[config.mk]
export PLATFORM = sky130hd
export DESIGN_NAME = cpx_xfer_seq
export DESIGN_NICKNAME = d
export VERILOG_FILES = /design/src/rtl/cpx_pkg.sv /design/src/rtl/cpx_decode.sv /design/src/rtl/cpx_addr_gen.sv /design/src/rtl/cpx_seq.sv /design/src/rtl/cpx_xfer_seq.sv
export SDC_FILE = /design/constraint.sdc
export NUM_CORES = 1
export LEC_CHECK = 0
export ABC_AREA = 1
export BUFFER_PORTS_ARGS = -buffer_cell sky130_fd_sc_hd__buf_2
export CORE_MARGIN = 1.5
export CORE_UTILIZATION = 45
export CTS_CLUSTER_SIZE = 16
export DETAILED_ROUTE_END_ITERATION = 7
export PLACE_DENSITY = 0.71
export RECOVER_POWER = 25
export SETUP_SLACK_MARGIN = 0.15
export SLEW_MARGIN = 20
export SYNTH_ARGS = -nofsm -noshare
export SYNTH_HDL_FRONTEND = slang
export SYNTH_SLANG_ARGS = --single-unit
[constraint.sdc]
create_clock -name clk -period 2.5 [get_ports clk]
set_input_delay 0.25 -clock clk [delete_from_list [all_inputs] [get_ports clk]]
set_output_delay 0.25 -clock clk [all_outputs]
set_load 0.01 [all_outputs]
[src/rtl/cpx_pkg.sv]
package cpx_pkg;

  typedef enum logic [1:0] {
    ST_IDLE = 2'd0,
    ST_WAIT = 2'd1,
    ST_XFER = 2'd2
  } cpx_state_e;

  typedef struct packed {
    logic       is_cp;
    logic       pre;
    logic       up;
    logic       longx;
    logic       wback;
    logic       load;
    logic [3:0] cond;
    logic [3:0] rn;
    logic [3:0] crd;
    logic [3:0] cpn;
    logic [7:0] off;
  } cpx_fields_t;

  localparam logic [2:0] CPX_CLASS = 3'b110;

endpackage

[src/rtl/cpx_decode.sv]
module cpx_decode
  import cpx_pkg::*;
(
  input  logic [31:0] instr,
  output cpx_fields_t fld
);
  always_comb begin
    fld.cond  = instr[31:28];
    fld.is_cp = (instr[27:25] == CPX_CLASS);
    fld.pre   = instr[24];
    fld.up    = instr[23];
    fld.longx = instr[22];
    fld.wback = instr[21];
    fld.load  = instr[20];
    fld.rn    = instr[19:16];
    fld.crd   = instr[15:12];
    fld.cpn   = instr[11:8];
    fld.off   = instr[7:0];
  end
endmodule

[src/rtl/cpx_addr_gen.sv]
module cpx_addr_gen #(
  parameter int ADDR_W = 32,
  parameter int OFF_W  = 8
) (
  input  logic [ADDR_W-1:0] base,
  input  logic [OFF_W-1:0]  off_words,
  input  logic              pre,
  input  logic              up,
  output logic [ADDR_W-1:0] first_addr,
  output logic [ADDR_W-1:0] moved_base
);
  localparam int PAD_W = ADDR_W - OFF_W - 2;

  logic [ADDR_W-1:0] off_bytes;

  always_comb begin
    off_bytes  = {{PAD_W{1'b0}}, off_words, 2'b00};
    moved_base = up ? (base + off_bytes) : (base - off_bytes);
    first_addr = pre ? moved_base : base;
  end
endmodule

[src/rtl/cpx_seq.sv]
module cpx_seq
  import cpx_pkg::*;
#(
  parameter int ADDR_W  = 32,
  parameter int TIMEOUT = 16
) (
  input  logic              clk,
  input  logic              rst,
  input  logic              start,
  input  logic              cond_pass,
  input  logic              is_cp,
  input  logic              f_load,
  input  logic              f_wback,
  input  logic              f_longx,
  input  logic [3:0]        f_rn,
  input  logic [3:0]        f_crd,
  input  logic [3:0]        f_cpn,
  input  logic [ADDR_W-1:0] first_addr,
  input  logic [ADDR_W-1:0] moved_base,
  input  logic              cp_accept,
  input  logic              cp_last,
  output logic              busy,
  output logic [3:0]        cp_id,
  output logic [3:0]        cp_reg,
  output logic              cp_long,
  output logic              mem_req,
  output logic [ADDR_W-1:0] mem_addr,
  output logic              mem_write,
  output logic              done,
  output logic              wb_valid,
  output logic [3:0]        wb_reg,
  output logic [ADDR_W-1:0] wb_value,
  output logic              undef
);
  localparam int CNT_W = (TIMEOUT > 2) ? $clog2(TIMEOUT) : 1;
  localparam logic [CNT_W-1:0] LIM = CNT_W'(TIMEOUT - 1);
  localparam logic [ADDR_W-1:0] STEP = ADDR_W'(4);

  cpx_state_e        state;
  logic [CNT_W-1:0]  cnt;
  logic [ADDR_W-1:0] addr_q;
  logic [ADDR_W-1:0] wbv_q;
  logic              load_q, wback_q, longx_q;
  logic [3:0]        rn_q, crd_q, cpn_q;
  logic              done_q, undef_q, wbvld_q;

  always_ff @(posedge clk) begin
    if (rst) begin
      state   <= ST_IDLE;
      cnt     <= '0;
      addr_q  <= '0;
      wbv_q   <= '0;
      load_q  <= 1'b0;
      wback_q <= 1'b0;
      longx_q <= 1'b0;
      rn_q    <= '0;
      crd_q   <= '0;
      cpn_q   <= '0;
      done_q  <= 1'b0;
      undef_q <= 1'b0;
      wbvld_q <= 1'b0;
    end else begin
      done_q  <= 1'b0;
      undef_q <= 1'b0;
      wbvld_q <= 1'b0;
      unique case (state)
        ST_IDLE: begin
          if (start && is_cp) begin
            addr_q  <= first_addr;
            wbv_q   <= moved_base;
            load_q  <= f_load;
            wback_q <= f_wback;
            longx_q <= f_longx;
            rn_q    <= f_rn;
            crd_q   <= f_crd;
            cpn_q   <= f_cpn;
            cnt     <= '0;
            if (cond_pass) state  <= ST_WAIT;
            else           done_q <= 1'b1;
          end
        end
        ST_WAIT: begin
          if (cp_accept) begin
            state <= ST_XFER;
          end else if (cnt == LIM) begin
            undef_q <= 1'b1;
            state   <= ST_IDLE;
          end else begin
            cnt <= cnt + 1'b1;
          end
        end
        ST_XFER: begin
          if (cp_last) begin
            state   <= ST_IDLE;
            done_q  <= 1'b1;
            wbvld_q <= wback_q;
          end else begin
            addr_q <= addr_q + STEP;
          end
        end
        default: state <= ST_IDLE;
      endcase
    end
  end

  assign busy      = (state != ST_IDLE);
  assign mem_req   = (state == ST_XFER);
  assign mem_addr  = addr_q;
  assign mem_write = ~load_q;
  assign cp_id     = cpn_q;
  assign cp_reg    = crd_q;
  assign cp_long   = longx_q;
  assign done      = done_q;
  assign undef     = undef_q;
  assign wb_valid  = wbvld_q;
  assign wb_reg    = rn_q;
  assign wb_value  = wbv_q;


  addr_step_chk: assert property (@(posedge clk) disable iff (rst)
    (state == ST_XFER && !cp_last) |=> (state == ST_XFER && addr_q == $past(addr_q) + STEP));


  last_end_chk: assert property (@(posedge clk) disable iff (rst)
    (state == ST_XFER && cp_last) |=> (state == ST_IDLE && done_q));


  cond_skip_chk: assert property (@(posedge clk) disable iff (rst)
    (state == ST_IDLE && start && is_cp && !cond_pass) |=> (state == ST_IDLE && done_q && !wbvld_q));


  wb_after_xfer_chk: assert property (@(posedge clk) disable iff (rst)
    wbvld_q |-> (done_q && $past(state == ST_XFER)));


  undef_clean_chk: assert property (@(posedge clk) disable iff (rst)
    undef_q |-> (!done_q && !wbvld_q && state == ST_IDLE));


  fields_hold_chk: assert property (@(posedge clk) disable iff (rst)
    (state != ST_IDLE) |=> $stable({cpn_q, crd_q, longx_q, load_q, rn_q}));

endmodule

[src/rtl/cpx_xfer_seq.sv]
module cpx_xfer_seq
  import cpx_pkg::*;
#(
  parameter int ADDR_W  = 32,
  parameter int TIMEOUT = 16
) (
  input  logic              clk,
  input  logic              rst,
  input  logic              start,
  input  logic [31:0]       instr,
  input  logic              cond_pass,
  input  logic [ADDR_W-1:0] base_in,
  input  logic              cp_accept,
  input  logic              cp_last,
  output logic [3:0]        cond_field,
  output logic              busy,
  output logic [3:0]        cp_id,
  output logic [3:0]        cp_reg,
  output logic              cp_long,
  output logic              mem_req,
  output logic [ADDR_W-1:0] mem_addr,
  output logic              mem_write,
  output logic              done,
  output logic              wb_valid,
  output logic [3:0]        wb_reg,
  output logic [ADDR_W-1:0] wb_value,
  output logic              undef
);
  cpx_fields_t       fld;
  logic [ADDR_W-1:0] first_addr;
  logic [ADDR_W-1:0] moved_base;

  cpx_decode u_dec (
    .instr (instr),
    .fld   (fld)
  );

  cpx_addr_gen #(.ADDR_W(ADDR_W), .OFF_W(8)) u_agen (
    .base       (base_in),
    .off_words  (fld.off),
    .pre        (fld.pre),
    .up         (fld.up),
    .first_addr (first_addr),
    .moved_base (moved_base)
  );

  cpx_seq #(.ADDR_W(ADDR_W), .TIMEOUT(TIMEOUT)) u_seq (
    .clk        (clk),
    .rst        (rst),
    .start      (start),
    .cond_pass  (cond_pass),
    .is_cp      (fld.is_cp),
    .f_load     (fld.load),
    .f_wback    (fld.wback),
    .f_longx    (fld.longx),
    .f_rn       (fld.rn),
    .f_crd      (fld.crd),
    .f_cpn      (fld.cpn),
    .first_addr (first_addr),
    .moved_base (moved_base),
    .cp_accept  (cp_accept),
    .cp_last    (cp_last),
    .busy       (busy),
    .cp_id      (cp_id),
    .cp_reg     (cp_reg),
    .cp_long    (cp_long),
    .mem_req    (mem_req),
    .mem_addr   (mem_addr),
    .mem_write  (mem_write),
    .done       (done),
    .wb_valid   (wb_valid),
    .wb_reg     (wb_reg),
    .wb_value   (wb_value),
    .undef      (undef)
  );

  assign cond_field = fld.cond;

endmodule

Yosys cells after proc, flatten, opt, wreduce, memory -nomap -nowiden
Index checks and enable logic that the tools add are counted.
{"block": "totals", "regBits": 88, "input_bits": 70, "elab_cells": 63}
{"block": "op_classes", "add_sub_neg": 4, "eq_ne": 11, "mux": 20, "bitwise": 4, "n_reduce_logical": 11}
{"operator": "$mux W32", "count": 4}
{"operator": "$pmux W32 S2", "count": 1}
{"operator": "$add A32 B10 Y32", "count": 1}
{"operator": "$add A32 B3 Y32 const B", "count": 1}
{"operator": "$sub A32 B10 Y32", "count": 1}
{"operator": "$mux W4", "count": 3}
{"operator": "$mux W2", "count": 5}
{"operator": "$ne A2 B2 Y1 const B", "count": 5}
{"operator": "$pmux W4 S2", "count": 1}
{"operator": "$reduce_and A4 Y1", "count": 2}
{"operator": "$pmux W2 S3", "count": 1}
{"operator": "$reduce_bool A2 Y1", "count": 3}
{"operator": "$reduce_or A3 Y1", "count": 2}
{"operator": "$add A4 B1 Y4 const B", "count": 1}
{"operator": "$eq A4 B4 Y1 const B", "count": 1}
{"operator": "$mux W1", "count": 4}
{"operator": "$not A1 Y1", "count": 4}
{"operator": "$eq A3 B3 Y1 const B", "count": 1}
{"operator": "$ne A3 B2 Y1 const B", "count": 1}
{"operator": "$reduce_and A3 Y1", "count": 1}
{"operator": "$eq A2 B1 Y1 const B", "count": 1}
{"operator": "$eq A2 B2 Y1 const B", "count": 1}
{"operator": "$logic_not A2 Y1", "count": 1}
{"operator": "$ne A2 B1 Y1 const B", "count": 1}
{"operator": "other kinds (3)", "count": 3}

Logic depth before layout (Yosys ltp)
Gate-level depths: netlist (run 1).
{"block": "depth", "word_depth": 5, "mapped_depth": 24, "depth_no_buf": 24}

Hierarchy
A second synthesis (run 1) with hierarchy kept.
{"block": "hier_totals", "cells_unflattened": 1293, "area_unflattened_um2": 7340.8}
{"mod": "cpx_seq", "instances": 1, "cells_each": 676, "area_per_inst_um2": 4291.6, "seq_area_each_um2": 1761.7}
{"mod": "cpx_addr_gen", "instances": 1, "cells_each": 586, "area_per_inst_um2": 2821.5, "seq_area_each_um2": 0.0}
{"mod": "cpx_decode", "instances": 1, "cells_each": 31, "area_per_inst_um2": 227.7, "seq_area_each_um2": 0.0}

Worst setup path after synthesis (run 1)
Ideal clock, no wire load.
{"block": "synth_timing", "kind": "input port to flip-flop", "start": "input instr[1]", "end": "register u_seq.addr_q[25] (netlist: u_seq.mem_addr[25])", "setup_time_ns": 0.109, "arrival_time_ns": 2.459, "slack_ns": -0.068, "cell_stages": 20, "path_buffers": 0, "cell_sequence": "inv_1 -> ha_1 -> inv_1 -> nor2_1 -> inv_1 -> nor3_1 -> a21oi_1 -> ha_1 -> nand2_1 -> nor2_2 -> and2_1 -> nand2_1 -> nand2_1 -> nand2_1 -> nand3_1 -> nand3_1 -> nand2_1 -> nand3_1 -> nand2_1 -> inv_1"}
{"block": "synth_between", "elab_chain_len": 5, "word_cells_on_any_way": 6, "classes_between": "add/sub: 2; mux: 4"}
{"item": "start: declaration", "line": "cpx_xfer_seq.sv:10", "rtl": "input logic [31:0] instr,"}
{"item": "$sub A32 B10 Y32 / $add A32 B10 Y32 (equally long branches)", "line": "cpx_addr_gen.sv:18", "rtl": "moved_base = up ? (base + off_bytes) : (base - off_bytes);"}
{"item": "$mux W32 *", "line": "cpx_addr_gen.sv:18"}
{"item": "$mux W32 *", "line": "cpx_addr_gen.sv:19", "rtl": "first_addr = pre ? moved_base : base;"}
{"item": "$mux W32 *", "line": "cpx_seq.sv:68", "rtl": "if (start && is_cp) begin"}
{"item": "$pmux W32 S2 *", "line": "cpx_seq.sv:66", "rtl": "unique case (state)"}
{"item": "end signal: assignment", "line": "cpx_seq.sv:69", "rtl": "addr_q <= first_addr;"}
{"item": "end signal: assignment", "line": "cpx_seq.sv:98", "rtl": "addr_q <= addr_q + STEP;"}
{"item": "end: declaration", "line": "cpx_seq.sv:41", "rtl": "logic [ADDR_W-1:0] addr_q;"}
Every way passes the cells marked *; elsewhere a longest branch is shown, timed or not. The select of a mux whose other input is x is not followed.
A chain may end at the register's enable or synchronous reset.

Final worst setup path (run 1)
{"block": "layout_timing", "start": "input instr[1]", "end": "register u_seq.addr_q[31] (netlist: u_seq.mem_addr[31])"}
Same word-level chain as after synthesis.

==> results of run 1 <==
==> layout by cell type, fill, tap and decap left out, drive strengths merged, types with 5 or more instances in the layout <==
master  Yosys  final
nand3      61     61
o21ai      87     87
clkbuf     14     46
nor2      116    116
xor2       17     17
o211ai      9      9
a22o       20     20
a31oi      18     18
nor3       20     20
xnor2      18     18
o21bai      5      5
ha         33     33
nand2     266    266
inv       137    141
a21oi      81     81
buf        22    223
nand4      10     10
dfxtp      88     88
==> path summary, 6_finish.rpt <==
kind | slack, ps | endpoint | cells past startpoint | start
max reg2reg | 590 | u_seq.mem_addr[20] | 9 | u_seq.mem_addr[3]
min | 90 | u_seq.wback_q | 3 | instr[21]
min reg2reg | 460 | u_seq.wb_value[14] | 2 | u_seq.wb_value[14]
max | 70 | u_seq.mem_addr[31] | 26 | instr[1]
==> Yosys cell counts, drive strengths merged, types with 2 or more instances <==
master | number | area, µm²
nand4 | 10 | 68.81
o21ai | 87 | 435.4
a21o | 2 | 15.01
o22ai | 2 | 12.51
xnor2 | 18 | 157.7
and2 | 2 | 12.51
nand3 | 61 | 315.3
o211ai | 9 | 67.56
clkbuf | 14 | 52.55
a31oi | 18 | 112.6
a21oi | 81 | 412.9
xor2 | 17 | 148.9
nor2 | 116 | 460.4
ha | 33 | 412.9
nor3 | 20 | 140.1
a22o | 20 | 175.2
o21bai | 5 | 37.54
or2 | 2 | 12.52
dfxtp | 88 | 1762
buf | 22 | 118.9
nor3b | 2 | 15.01
inv | 137 | 514.2
nand2 | 266 | 1016
==> area by class of cell <==
type,instances,area [µm²]
Tap cell,180,225.2
Sequential cell,88,1762
Timing Repair Buffer,260,1640
Clock inverter,7,108.9
Inverter,137,526.8
Clock buffer,9,225.2
Fill cell,1200,4477
Multi-Input combinational cell,775,5077
==> power breakdown <==
part           leakage, nW  internal (mW)  switching, mW
Clock                0.164          0.901          0.665
Combinational         3.70          0.731          0.951
Sequential           0.713           1.44         0.0467
==> cells by family (layout without fill, tap and decap cells) <==
logic type,count (synthesis),count (layout),synth area share
DFF,88,88,0.2696
xor gates and xnor gates,35,35,0.04692
adders and majority gates,34,34,0.06626
buffers and inverters,173,413,0.1049
and+or+nand+nor,480,480,0.3156
AOI/OAI and AO/OA,226,226,0.1967
==> metal layers <==
metal	track usage	vias up
met4	0.1020	0
met1	0.4271	3764
met5	0	-
li1	-	3859
met3	0.04151	81
met2	0.4906	392
==> per-stage QoR <==
stage	cell area [µm²]	instances	utilization	TNS [ps]	setup slack, ps
3_3_place_gp	8140	1431	0.5797	-13640	-419.3
4_1_cts	8738	1450	0.6223	0	36.80
3_5_place_dp	8140	1431	0.5797	-15340	-451.7
5_1_grt	9565	1456	0.6812	-430.4	-96.03
2_1_floorplan	6570	1036	-	0	155.2
6_report	9565	1456	0.6812	0	66.62
==> tightest hold or removal path: stages <==
cell and delay (ps):
buf_2 70, nand2_1 40, nand2_1 50
==> repair_timing <==
| action | 4_1_cts | 5_1_grt |
|---|---|---|
| endpoints found under the setup margin | 44 | 48 |
| pin swaps | 33 | 58 |
| setup buffers | 3 | 6 |
| gates resized for setup | 70 | 192 |
==> out/results.tsv, run 1 <==
metric	value	unit
status	complete, no violations	
H-tree Lvls	3	
drt total wl	24.97	mm
initial DRC count	838	
Placer Congestion	0.9304	
# clock sinks	88	
CP Buf/Inv Count	6	
HP Class	in -> reg	
crit path kind	in -> reg	
Top Layer Used	met4	
CTS Buf Count	9	
syn_area_per_cell	6.307	µm²
Final Skew	8.632	ps
Worst Path Required	2760	ps
Critical-path top delay cell	ha_4	
fin. max-slew vios	0	
TritonCTS clock tree	done	
Slew HR	0.5906	
Final period util	0.9734	
synth-to-layout area growth	46.40	%
fraction of registers with async set/reset	0	
Initial Util	0.4653	
# diodes	0	
Gate Count Post-Synth	1036	
IO Port Bufs	148	
worst vdd ir	0.0003303	V
first-pass iteration count of the detailed router	6	
delay-heaviest family, CP	simple AND/OR/NAND/NOR gates	
met3 wire len	2.033	mm
sequential area share after synthesis	0.2696	
final setup vio count	0	
DRT antenna net count	0	
largest net degree at the start of global routing	45	
Clock Tree Root	clkbuf_16	
max incr delay on CP	250	ps
EDFF count, synth	0	
clk_lat worst skew	360	ps
wl on met1	10.49	mm
# hold bufs at CTS	0	
antenna violations before repair	1	
global-route congestion overflow total	0	
Fin Hold WS	89.21	ps
crit path DAT	2700	ps
Slew @ Worst Pin	613.1	ps
Die Span Y	123.5	µm
DIE AREA	15250	µm²
clock transition at the registers of the reported paths	80	ps
DR vias/cell	5.560	
met2 wire len	11.57	mm
total number of vias	8096	
# nets final	1375	
die width	123.5	µm
library cells used by synthesis	40	
pwr dens	495.3	nW/µm²
I/O pins	157	
CP startpoint kind	input pin	
RSZ-0062 raised after global routing	yes	
Final Hold Viols	0	
routed len/inst	17.15	µm
Final Critical Period	2433	ps
ratio of cells with drive above 1 in the final layout	0.3558	
dpl hpwl	17.82	mm
leakage power	4.576	nW
Peak Freq	0.4110	GHz
CORE AREA	14040	µm²
max-cap violations	0	
Post-synth top flop	dfxtp_1	
Cell Area, Synth	6534	µm²
DRC errors left	0	
gr usage total	0.3072	
#FFs+latches synth	88	
Critical Path End Type	register	
vias in the first global route	7090	
global-route wire length before repair	35.93	mm
Total Power	4.738	mW
std cell rows	43	
syn_nets	1140	
CP Max Fanout	4	
YS warnings	0	
Bufs on Longest Clock Path	2	
Power figures use the tool's default switching activity.
==> inputs of run 2 (changes only) <==
PLACE_DENSITY = unset   (was 0.71)
PLACE_DENSITY_LB_ADDON = 0.08   (was unset)
==> out/results.tsv, run 2 (synthesis gave the netlist of run 1 again) <==
metric	value	unit	change
status	complete, no violations		unchanged
post-route insts no fill	1479		was 1456
TritonCTS clock tree	done		unchanged
final setup vio count	0		unchanged
IO Port Bufs	148		unchanged
CP Max Fanout	6		was 4
CP startpoint kind	input pin		unchanged
Die Span Y	123.5	µm	unchanged
pwr dens	469.5	nW/µm²	was 495.3 nW/µm²
Critical Path End Type	register		unchanged
DR vias/cell	5.393		was 5.560
ratio of cells with drive above 1 in the final layout	0.3872		was 0.3558
worst vdd ir	0.0003366	V	was 0.0003303 V
# diodes	0		unchanged
Worst Path Required	2760	ps	about the same
pre-CTS setup slack	-371.8	ps	was -451.7 ps
Placer Congestion	0.9733		was 0.9304
slack of the critical path	120.2	ps	was 66.62 ps
clk_lat worst skew	360	ps	about the same
first-pass iteration count of the detailed router	7		was 6
Slew HR	0.5508		was 0.5906
Final Skew	10.04	ps	was 8.632 ps
Fin Hold WS	87.40	ps	was 89.21 ps
I/O pins	157		unchanged
Total Power	4.584	mW	was 4.738 mW
largest net degree at the start of global routing	47		was 45
sequential power share	0.325		was 0.315
Slew @ Worst Pin	672.9	ps	was 613.1 ps
HP Class	in -> reg		unchanged
Placed Instances	1448		was 1431
Peak Freq	0.4202	GHz	was 0.4110 GHz
synth-to-layout area growth	49.41	%	was 46.40%
# hold bufs at CTS	0		unchanged
Switching Fraction	0.3576		was 0.3508
routed len/inst	16.54	µm	was 17.15 µm
initial DRC count	796		was 838
commonest non-fill, non-tap cells in the layout	nand2_1, buf_4, inv_1		was nand2_1, inv_1, buf_2
# nets final	1398		was 1375
max-cap violations	0		unchanged
clock transition at the registers of the reported paths	70	ps	was 80 ps
vias in the first global route	7009		was 7090
leakage power	4.649	nW	was 4.576 nW
# clock sinks	88		unchanged
DRC errors left	0		unchanged
Clock Tree Root	clkbuf_16		unchanged
gr usage total	0.3062		was 0.3072
die width	123.5	µm	unchanged
RSZ-0062 raised after global routing	yes		unchanged
DP Area	8280	µm²	was 8140 µm²
DIE AREA	15250	µm²	unchanged
crit path DAT	2640	ps	was 2700 ps
CORE AREA	14040	µm²	unchanged
global-route congestion overflow total	0		unchanged
Bufs on Longest Clock Path	2		unchanged
Final Hold Viols	0		unchanged
Final Critical Period	2380	ps	was 2433 ps
fill count	1189		was 1200
crit path kind	in -> reg		unchanged
Comb power frac	0.382		was 0.355
global-route wire length before repair	35.79	mm	was 35.93 mm
commonest non-fill, non-tap cell in the layout	nand2_1		unchanged
Final Cell Area	9762	µm²	was 9565 µm²
dpl hpwl	17.64	mm	was 17.82 mm
H-tree Lvls	3		unchanged
CTS Buf Count	9		unchanged
drt total wl	24.47	mm	was 24.97 mm
std cell rows	43		unchanged
Clock power frac	0.293		was 0.330
DRT antenna net count	0		unchanged
Initial Util	0.4653		unchanged
fin. max-slew vios	0		unchanged
cell internal pwr	2.944	mW	was 3.076 mW
antenna violations before repair	0		was 1
NetSw	1.639	mW	was 1.662 mW
total number of vias	7976		was 8096
Final period util	0.9519		was 0.9734
==> run 2: cell types whose count changed in the layout (fill, tap and decap cells not counted), moves of 3 or more <==
cell,previous run,this run
nand3_1,43,40
buf_6,18,14
nand2_2,55,73
o21ai_1,7,14
nor2_2,12,16
a21oi_1,56,53
nand2_1,194,174
o21ai_2,10,2
buf_4,95,120
inv_2,13,17
inv_1,121,117
clkinvlp_4,0,3
==> run 2: worst max-delay path, cell delays in order <==
cell     delay [ps]
buf_6           100
inv_6            50
ha_4            120
inv_2            40
nor2_4           90
inv_2            60
nor3_4          130
buf_6           150
a21oi_4          60
buf_12          150
ha_4            300
nand2_4          80
buf_6           130
nor2_4          130
nand2_1         110
nor2_2          170
nand2_4          90
nand3_4          90
nand3_1          70
nand2_1          90
nand3_1          60
nand2_1          60
inv_1            30
==> run 2: path summary, 6_finish.rpt <==
kind	slack, ps	from	cells after the start	end
max	120	instr[1]	23	u_seq.mem_addr[29]
min	90	instr[21]	3	u_seq.wback_q
min reg2reg	450	u_seq.wb_value[1]	2	u_seq.wb_value[1]
max reg2reg	590	u_seq.mem_addr[3]	9	u_seq.mem_addr[20]
==> run 2: final cells by class <==
class / count / area [µm²] / area share
multi-input combinational: 775 / 5169 / 0.5295
timing repair buffer: 283 / 1797 / 0.1841
sequential: 88 / 1762 / 0.1805
inverter: 137 / 526.8 / 0.05396
clock buffer: 11 / 242.7 / 0.02487
tap: 180 / 225.2 / 0.02307
clock inverter: 5 / 40.04 / 0.004102
==> run 2: what timing repair did <==
| item | in CTS | in global routing |
|---|---|---|
| endpoints found under the setup margin | 39 | 48 |
| pin swaps | 45 | 98 |
| gates resized for setup | 79 | 205 |
| setup buffers | 7 | 8 |
| hold endpoints to repair | 0 | 0 |
==> run 2: per-stage QoR <==
stage               setup TNS [ps]  utilization
floorplan                        0            -
global placement            -10550       0.5897
detailed placement          -12930       0.5897
CTS                              0       0.6353
global route                -8.753       0.6952
finish                           0       0.6952
==> run 2: layer usage <==
metal  up-vias  track usage  wire length [µm]
met5         -            0                 0
met4         0       0.1085               556
met3        45      0.03367              1459
met2       279       0.4733             11300
met1      3729       0.4402             11150
li1       3923            -                 -
==> run 2: power groups by stage <==
stage	combinational, mW	clock [mW]	sequential [mW]
floorplan	0.663	0	1.53
global placement	1.30	0	1.52
CTS	1.41	1.35	1.49
detailed placement	1.31	0	1.52
global route	1.88	1.40	1.49
finish	1.75	1.34	1.49
==> inputs of run 3 (changes only) <==
--- a/config.mk
+++ b/config.mk
@@ -6,7 +6,6 @@
 export NUM_CORES = 1
 export LEC_CHECK = 0
-export ABC_AREA = 1
 export BUFFER_PORTS_ARGS = -buffer_cell sky130_fd_sc_hd__buf_2
-export CORE_MARGIN = 1.5
+export CORE_MARGIN = 2
 export CORE_UTILIZATION = 45
 export CTS_CLUSTER_SIZE = 16
==> constraint.sdc (replaced) <==
create_clock -name clk -period 2.5 [get_ports clk]
set_input_delay 0 -clock clk [delete_from_list [all_inputs] [get_ports clk]]
set_output_delay 0 -clock clk [all_outputs]
set_load 0.01 [all_outputs]
==> out/results.tsv, run 3 <==
metric	value	unit	change
status	complete, no violations		unchanged
Top Layer Used	met4		unchanged
Final period util	0.9955		was 0.9519
commonest non-fill, non-tap cell in the layout	buf_4		was nand2_1
DRT antenna net count	0		unchanged
R2R Path End	u_seq.mem_addr[26]		was u_seq.mem_addr[20]
CORE AREA	13350	µm²	was 14040 µm²
hold path start	instr[31]		was instr[21]
leakage power	3.791	nW	was 4.649 nW
Levels on crit path	14		was 23
delay-heaviest family, CP	compound AO/OA/AOI/OAI gates		was simple AND/OR/NAND/NOR gates
routed len/inst	18.18	µm	was 16.54 µm
max-cap violations	0		unchanged
Initial Util	0.4650		was 0.4653
worst r2r src	u_seq.mem_addr[3]		unchanged
Yosys top cell area share	0.2838		was 0.2696
met2 wire len	10.74	mm	was 11.30 mm
Fin Hold WS	0.003893	ps	was 87.40 ps
Final Skew	10.66	ps	was 10.04 ps
syn_area_per_cell	7.443	µm²	was 6.307 µm²
dpl hpwl	17.41	mm	was 17.64 mm
I/O pins	157		unchanged
Slew @ Worst Pin	632.4	ps	was 672.9 ps
TritonCTS clock tree	done		unchanged
leading cell types by count after synthesis	nand2_1, a21oi_1, dfxtp_1		was nand2_1, inv_1, nor2_1
# diodes	0		unchanged
wl on met1	10.56	mm	was 11.15 mm
sequential area share after synthesis	0.2838		was 0.2696
hold depth	0		was 3
DIE AREA	14750	µm²	was 15250 µm²
slack of the critical path	11.34	ps	was 120.2 ps
fill count	1181		was 1189
CTS Buf Count	9		unchanged
footprint of the multi-input gates	4669	µm²	was 5169 µm²
H-tree Lvls	3		unchanged
fin. max-slew vios	0		unchanged
met3 wire len	1.670	mm	was 1.459 mm
Critical Path End Type	register		unchanged
reg2reg path depth	9		unchanged
# nets final	1213		was 1398
total number of vias	7358		was 7976
CP startpoint kind	input pin		unchanged
antenna violations before repair	0		unchanged
syn_nets	938		was 1140
R2R Setup Slk	220	ps	was 590 ps
Hold EP	cond_field[3]		was u_seq.wback_q
initial DRC count	508		was 796
Final Critical Period	2489	ps	was 2380 ps
synth top area cells	dfxtp_1, a21oi_1, nand2_1		was dfxtp_1, nand2_1, inv_1
pwr dens	509.1	nW/µm²	was 469.5 nW/µm²
Placer Congestion	0.9397		was 0.9733
global-route wire length before repair	36.01	mm	was 35.79 mm
synth-to-layout area growth	46.64	%	was 49.41%
global-route congestion overflow total	0		unchanged
largest net degree at the start of global routing	59		was 47
Register Area	1762	µm²	unchanged
clock transition at the registers of the reported paths	70	ps	about the same
Final Hold Viols	0		unchanged
#FFs+latches synth	88		unchanged
EDFF count, synth	0		unchanged
drt total wl	23.45	mm	was 24.47 mm
gr usage total	0.3127		was 0.3062
Cell Area, Synth	6207	µm²	was 6534 µm²
crit-path cells	buf_8 > nor3_4 > nand2_1 > nor3_2 > ha_1 > mux2_4 > ha_4 > a2111oi_4 > o21ai_4 > a21oi_4 > o21ai_2 > a41oi_2 > nor4_2 > a311o_1		was buf_6 > inv_6 > ha_4 > inv_2 > nor2_4 > inv_2 > nor3_4 > buf_6 > a21oi_4 > buf_12 > ha_4 > nand2_4 > buf_6 > nor2_4 > nand2_1 > nor2_2 > nand2_4 > nand3_4 > nand3_1 > nand2_1 > nand3_1 > nand2_1 > inv_1
count leader, synth	nand2_1		unchanged
RSZ-0062 raised after global routing	yes		unchanged
Clock Tree Root	clkbuf_16		unchanged
CP Max Fanout	5		was 6
Util after Layout	0.6819		was 0.6952
clk_lat worst skew	360	ps	about the same
Die Span Y	121.4	µm	was 123.5 µm
IO Port Bufs	148		unchanged
Peak Freq	0.4018	GHz	was 0.4202 GHz
Yosys top cell by area	dfxtp_1		unchanged
crit path kind	in -> reg		unchanged
max incr delay on CP	350	ps	was 300 ps
Post-synth top flop	dfxtp_1		unchanged
vias in the first global route	7029		was 7009
commonest non-fill, non-tap cells in the layout	buf_4, nand2_1, buf_2		was nand2_1, buf_4, inv_1
# clock sinks	88		unchanged
Critical-path top delay cell	a2111oi_4		was ha_4
std cell rows	42		was 43
DR vias/cell	5.704		was 5.393
crit path DAT	2730	ps	was 2640 ps
worst vdd ir	0.0003223	V	was 0.0003366 V
final setup vio count	0		unchanged
YS warnings	0		unchanged
CP Buf/Inv Count	1		was 8
Bufs on Longest Clock Path	2		unchanged
ratio of cells with drive above 1 in the final layout	0.3429		was 0.3872
library cells used by synthesis	80		was 40
Gate Count Post-Synth	834		was 1036
pre-CTS setup slack	-508.3	ps	was -371.8 ps
die width	121.4	µm	was 123.5 µm
fraction of registers with async set/reset	0		unchanged
Worst Path Required	2750	ps	was 2760 ps
Slew HR	0.5784		was 0.5508
HP Class	in -> out		was in -> reg
DRC errors left	0		unchanged
first-pass iteration count of the detailed router	5		was 7
## run 3: how the worst max path moves through the flow
stage | endpoint | start
4_1_cts | u_seq.wb_value[30] | instr[4]
3_3_place_gp | u_seq.wb_value[22] | instr[0]
3_5_place_dp | u_seq.wb_value[22] | instr[0]
6_report | u_seq.wb_value[30] | instr[4]
2_1_floorplan | u_seq.wb_value[30] | instr[4]
5_1_grt | u_seq.mem_addr[12] | instr[4]
## run 3: logic make-up after synthesis
group / synth area share
and+or+nand+nor: 0.2526
adders and majority gates: 0.06974
DFF: 0.2838
muxes: 0.02358
AOI/OAI and AO/OA: 0.2574
xor gates and xnor gates: 0.05785
buffers and inverters: 0.05503
## run 3: repair_timing
action	CTS	global route
resized for setup	41	57
pin swaps	28	33
endpoints found under the hold margin	26	0
setup buffers	3	3
hold buffers	23	0
endpoints found under the setup margin	33	39
gates cloned	0	0
## run 3: area by class of cell
type,count,area share
multi-input cells,678,0.5130
well taps,176,0.02419
clock buffers,9,0.02474
clock inverters,7,0.01361
repair buffers,314,0.2235
inverters,18,0.007423
flip-flops and latches,88,0.1935
## run 3: metrics by stage
stage / total power, mW / cells / TNS, ps / instance area [µm²]
after global routing: 4.812 / 1290 / -1709 / 9102
after detailed placement: 2.792 / 1245 / -12380 / 8023
after CTS: 4.500 / 1287 / 0 / 8832
after floorplan: 2.195 / 834 / -340.7 / 6287
after global placement: 2.774 / 1245 / -10010 / 8023
final: 4.634 / 1290 / 0 / 9102
## run 3: where the power goes
group / total [mW] / switching [mW] / leakage [nW] / internal (mW)
registers: 1.48 / 0.0380 / 0.713 / 1.44
logic: 1.52 / 0.801 / 2.91 / 0.721
clock network: 1.63 / 0.643 / 0.167 / 0.989
## run 3: routing by layer
layer | GRT usage | up-vias
met2 | 0.5042 | 307
met4 | 0.1034 | 0
li1 | - | 3546
met1 | 0.4327 | 3471
met3 | 0.03900 | 34
met5 | 0 | -
## run 3: worst reg2reg max path: stages (launching register included)
cell and delay (ps):
dfxtp_1 410, ha_1 230, nand4_1 180, nor3_2 250, nand4_1 270, nor2_1 220, xnor2_1 140, o21ai_1 80
a311oi_1 260, a211oi_1 100
